==> src/rtl/otc_pkg.sv <==
`timescale 1ns/1ps
package otc_pkg;

  // Tag class carried by every issue or completion event
  typedef enum logic {
    TAG_WR = 1'b0,
    TAG_DB = 1'b1
  } otc_tag_e;

  // Default record capacity
  localparam int unsigned OTC_DEPTH = 40;

endpackage

==> src/rtl/otc_tag_queue.sv <==
`timescale 1ns/1ps
// One-bit class record for one side of the link. The send side enables
// removal of a cancelled write; the receive side builds without it.
module otc_tag_queue
  import otc_pkg::*;
#(
  parameter int unsigned DEPTH   = OTC_DEPTH,
  parameter bit          DROP_EN = 1'b1,
  localparam int         CW      = $clog2(DEPTH + 1),
  localparam int         PW      = $clog2(DEPTH)
) (
  input  logic             clk,
  input  logic             rst,
  input  logic             clr,
  input  logic             push_wr,
  input  logic             push_db,
  input  logic             drop_vld,
  input  logic [PW-1:0]    drop_pos,
  output logic [DEPTH-1:0] tags,
  output logic [CW-1:0]    count,
  output logic             ovf
);

  logic [DEPTH-1:0] q_r;
  logic [DEPTH-1:0] q_shift;
  logic [DEPTH-1:0] q_nxt;
  logic [CW-1:0]    cnt_r;
  logic [CW-1:0]    cnt_nxt;
  logic             ovf_r;
  logic             ovf_set;
  logic             pick;
  logic             drop_ok;

  // A removal is legal only inside the filled part and only on a write tag
  always_comb begin
    pick = TAG_DB;
    for (int i = 0; i < DEPTH; i++) begin
      if (int'(drop_pos) == i) pick = q_r[i];
    end
    drop_ok = DROP_EN && drop_vld && (int'(drop_pos) < int'(cnt_r)) && (pick == TAG_WR);
  end

  // Close the gap left by a removed tag: every younger tag moves one slot down
  for (genvar g = 0; g < DEPTH; g++) begin : g_shift
    if (!DROP_EN) begin : g_keep
      assign q_shift[g] = q_r[g];
    end else if (g == DEPTH - 1) begin : g_top
      assign q_shift[g] = (drop_ok && (int'(drop_pos) <= g)) ? 1'b0 : q_r[g];
    end else begin : g_mid
      assign q_shift[g] = (drop_ok && (int'(drop_pos) <= g)) ? q_r[g+1] : q_r[g];
    end
  end

  // Append after the removal; the write goes ahead of the doorbell
  always_comb begin
    int slot;
    q_nxt   = q_shift;
    ovf_set = 1'b0;
    slot    = int'(cnt_r) - (drop_ok ? 1 : 0);
    if (push_wr) begin
      if (slot < DEPTH) begin
        for (int i = 0; i < DEPTH; i++) begin
          if (i == slot) q_nxt[i] = TAG_WR;
        end
        slot++;
      end else begin
        ovf_set = 1'b1;
      end
    end
    if (push_db) begin
      if (slot < DEPTH) begin
        for (int i = 0; i < DEPTH; i++) begin
          if (i == slot) q_nxt[i] = TAG_DB;
        end
        slot++;
      end else begin
        ovf_set = 1'b1;
      end
    end
    cnt_nxt = CW'(slot);
  end

  always_ff @(posedge clk) begin
    if (rst || clr) begin
      q_r   <= '0;
      cnt_r <= '0;
      ovf_r <= 1'b0;
    end else begin
      q_r   <= q_nxt;
      cnt_r <= cnt_nxt;
      ovf_r <= ovf_r | ovf_set;
    end
  end

  assign tags  = q_r;
  assign count = cnt_r;
  assign ovf   = ovf_r;


  cnt_bound_chk: assert property (@(posedge clk) disable iff (rst)
    cnt_r <= CW'(DEPTH));


  ovf_sticky_chk: assert property (@(posedge clk) disable iff (rst)
    (ovf_r && !clr) |=> ovf_r);


  clr_empties_chk: assert property (@(posedge clk) disable iff (rst)
    clr |=> (cnt_r == '0 && !ovf_r));


  single_push_chk: assert property (@(posedge clk) disable iff (rst)
    (!clr && (push_wr ^ push_db) && !drop_vld && (cnt_r < CW'(DEPTH)))
      |=> (cnt_r == $past(cnt_r) + 1'b1));

endmodule

==> config.mk <==
export PLATFORM = sky130hd
export DESIGN_NAME = otc_tag_queue
export DESIGN_NICKNAME = d
export VERILOG_FILES = /design/src/rtl/otc_pkg.sv /design/src/rtl/otc_tag_queue.sv
export SDC_FILE = /design/constraint.sdc
export NUM_CORES = 1
export LEC_CHECK = 0
export ABC_AREA = 0
export BUFFER_PORTS_ARGS = -buffer_cell sky130_fd_sc_hd__buf_2
export CORE_MARGIN = 5
export CORE_UTILIZATION = 55
export CTS_CLUSTER_SIZE = 10
export DETAILED_ROUTE_END_ITERATION = 8
export GPL_TIMING_DRIVEN = 0
export MAX_ROUTING_LAYER = met4
export PLACE_DENSITY = 0.77
export SLEW_MARGIN = 10
export SYNTH_ARGS = -nofsm -noshare
export SYNTH_HDL_FRONTEND = slang
export SYNTH_SLANG_ARGS = --single-unit
==> constraint.sdc <==
create_clock -name clk -period 6.66 [get_ports clk]
set_input_delay 0.666 -clock clk [delete_from_list [all_inputs] [get_ports clk]]
set_output_delay 0.666 -clock clk [all_outputs]
set_load 0.03 [all_outputs]
==> impl_metrics.json <==
{
  "status": "completed",
  "row_count": 32,
  "grt_pass1_vias": 4681,
  "ant_nets": 0,
  "h-tree-depth": 2,
  "drc_errors": 0,
  "max_slew_margin_pct": 12.4,
  "dr.max_layer_used": "met4",
  "ir_drop_mv": 0.110,
  "yosysWarnings": 0,
  "place_ws_ns": 0.0854,
  "mostFrequentLayoutCells": "67 x buf_2, 62 x nand2_1, 47 x dfxtp_1",
  "ys_async_sr_fraction_pct": 0,
  "rsz0062_at_grt": "no",
  "cts-buffers-inserted": 5,
  "die_x_um": 98.2,
  "cp-start-kind": "input pin",
  "setup_tns_ns": 0,
  "clk_root_buffer_cell": "clkbuf_8",
  "wirelength_mm": 17.0,
  "p_sw_mw": 0.301,
  "period_minus_slack_ns": 6.56,
  "clk_pin_slew_worst_paths_ns": 0.09,
  "p_comb_share_pct": 32.5,
  "fp.coreArea_um2": 7650,
  "holdWs_ns": 0.494,
  "dr.pass1.iters": 7,
  "power_frac_clock_pct": 31.6,
  "netSwitchingFraction_pct": 37.1,
  "synth_top_area_share_pct": 22.0,
  "power_density_nw_per_um2": 167,
  "cp.arrival_ns": 6.77,
  "fmax_ghz": 0.152,
  "worst_pin_slew_ns": 1.31,
  "dieHeight_um": 98.2,
  "cp_max_fo": 10,
  "worstSetupEndpointType": "register",
  "required_ns": 6.87,
  "route.met2.wl_mm": 7.43,
  "cts.sinks": 47,
  "synth.cell_area_um2": 4280,
  "layout-drive-gt1-share_pct": 17.3,
  "p_int_mw": 0.509,
  "clock_skew_ns": 0.00686,
  "drt_iter0_drc": 704,
  "n_antenna_cell": 0,
  "crit_type": "in -> reg",
  "max-clock-path-buffers": 2,
  "route.met3.wl_mm": 1.99,
  "ys_top_cells_by_area": "dfxtp_1 22%, mux2i_1 8.2%, nand2_1 5.4%",
  "setup_ws_ns": 0.0982,
  "antenna_found_initial": 0,
  "min_path_type": "reg -> reg",
  "syn_nets": 581,
  "hpwlAfterDp_mm": 13.0,
  "grt.overflow.total": 0,
  "die_area_um2": 9640,
  "cts_tree": "done",
  "finalSetupViolations": 0,
  "drt-vias-per-instance": 7.03,
  "grt_usage_pct": 35.0,
  "io_buffers": 58,
  "grt_max_degree": 15,
  "yosysSeqAreaShare_pct": 22.0,
  "reg2regPathDepth": 17,
  "hold_depth": 2,
  "grt_pass1_wl_mm": 26.0,
  "initial_core_util_pct": 56.0,
  "yosys.area.top_type": "dfxtp_1",
  "drv_cap": 0,
  "synth-edff-count": 0,
  "syn_to_final_growth_pct": 13.0,
  "power.leakage_nw": 1.74,
  "synth_cell_types": 83,
  "hold_viol_final": 0,
  "final_common_cell": "buf_2",
  "power_frac_seq_pct": 35.9,
  "postCtsHoldBufs": 0,
  "fin_nets": 646,
  "clkLatencyLatePin_ns": 0.31,
  "met1_length_mm": 6.50,
  "ys.flop_type": "dfxtp_1",
  "fin_crit_sh_pct": 98.5,
  "pin_count": 59,
  "wire_per_inst_um": 23.4,
  "ys_ff_latch": 47,
  "synthCells": 558,
  "synth_area_per_cell_um2": 7.67,
  "finalMaxSlewViolations": 0,
  "vias": 5105,
  "gp_congestion": 1.02
}
-- cell families (layout without fill, tap and decap cells) --
group	after synthesis	after routing	synth area share [%]
simple gates	231	231	30.1
compound gates	167	167	27.9
buf+inv	55	121	5.53
flops	47	47	22.0
mux	37	37	8.98
fa+ha+maj	11	11	3.22
xor+xnor	10	10	2.22
-- routing by layer --
layer  up-vias  global-route usage, %
met3       100                   7.50
met4         0                   16.2
met5         -                      -
met1      2367                   44.8
li1       2258                      -
met2       380                   52.6
-- final cells by class --
| type | count | area, um^2 |
|---|---|---|
| clock buffers | 6 | 72.6 |
| plain buffers | 38 | 173 |
| clock inverters | 2 | 60.1 |
| fillers | 739 | 2810 |
| flip-flops and latches | 47 | 941 |
| repair buffers | 58 | 290 |
| well taps | 102 | 128 |
| inverters | 17 | 63.8 |
| multi-input cells | 456 | 3110 |
-- final timing paths --
path                               to  slack [ns]                 from
setup / recovery  tags[20]$_SDFF_PP0_         0.1          drop_pos[1]
hold / removal         ovf$_SDFF_PP0_        0.49       ovf$_SDFF_PP0_
setup reg to reg  tags[20]$_SDFF_PP0_        0.75  tags[27]$_SDFF_PP0_
hold reg to reg        ovf$_SDFF_PP0_        0.49       ovf$_SDFF_PP0_
-- state kept, by name (all words and copies together), names as in the netlist --
name,flops
count,6
ovf,1
tags,40
-- synthesized netlist by cell type (7+ instances only) --
cell	number
nor4_2	8
mux2i_1	35
clkbuf_1	22
nand3_1	19
a21oi_1	22
nand4_1	8
inv_1	17
or3_1	8
nand3b_1	8
nor2_1	40
o21ai_0	33
dfxtp_1	47
nor3_1	18
a31oi_1	9
buf_2	9
ha_1	11
o22ai_1	24
nand2_1	62
nor3b_1	7
nand2b_1	7
o211ai_1	9
-- repair_timing --
item                                   CTS  global route
buffers inserted                         0             0
setup endpoints to repair                0            11
resized for setup                        0             1
endpoints found under the hold margin    0             0
-- power groups by stage --
stage / logic [mW] / registers (mW) / clock network [mW]
6_report: 0.263 / 0.290 / 0.256
5_1_grt: 0.276 / 0.291 / 0.270
4_1_cts: 0.252 / 0.290 / 0.256
3_5_place_dp: 0.251 / 0.297 / 0
3_3_place_gp: 0.248 / 0.296 / 0
2_1_floorplan: 0.166 / 0.303 / 0
-- worst max-delay path: stages --
cell and delay, ns:
buf_2 0.14, clkbuf_1 0.22, nor2_1 0.68, a22oi_1 0.23
a221oi_1 0.49, o2111ai_1 0.39, nand3_1 0.22, and3b_1 0.17
clkbuf_1 0.29, ha_1 0.26, or3b_1 0.38, buf_6 0.15
or4_4 0.47, a32o_1 0.26, nand3_2 0.13, nor2_1 0.06
a22oi_1 1.02, nor3b_1 0.20, a311o_1 0.33
-- through the flow --
stage                     std cells  total power, mW  util [%]  cell area, um^2
after global routing            726            0.837      63.2             4830
final                           726            0.810      63.2             4830
after floorplan                 558            0.470         -             4280
after global placement          718            0.544      61.4             4700
after CTS                       726            0.798      63.2             4830
after detailed placement        718            0.548      61.4             4700
Note: power is estimated with default switching activity, not from simulation.
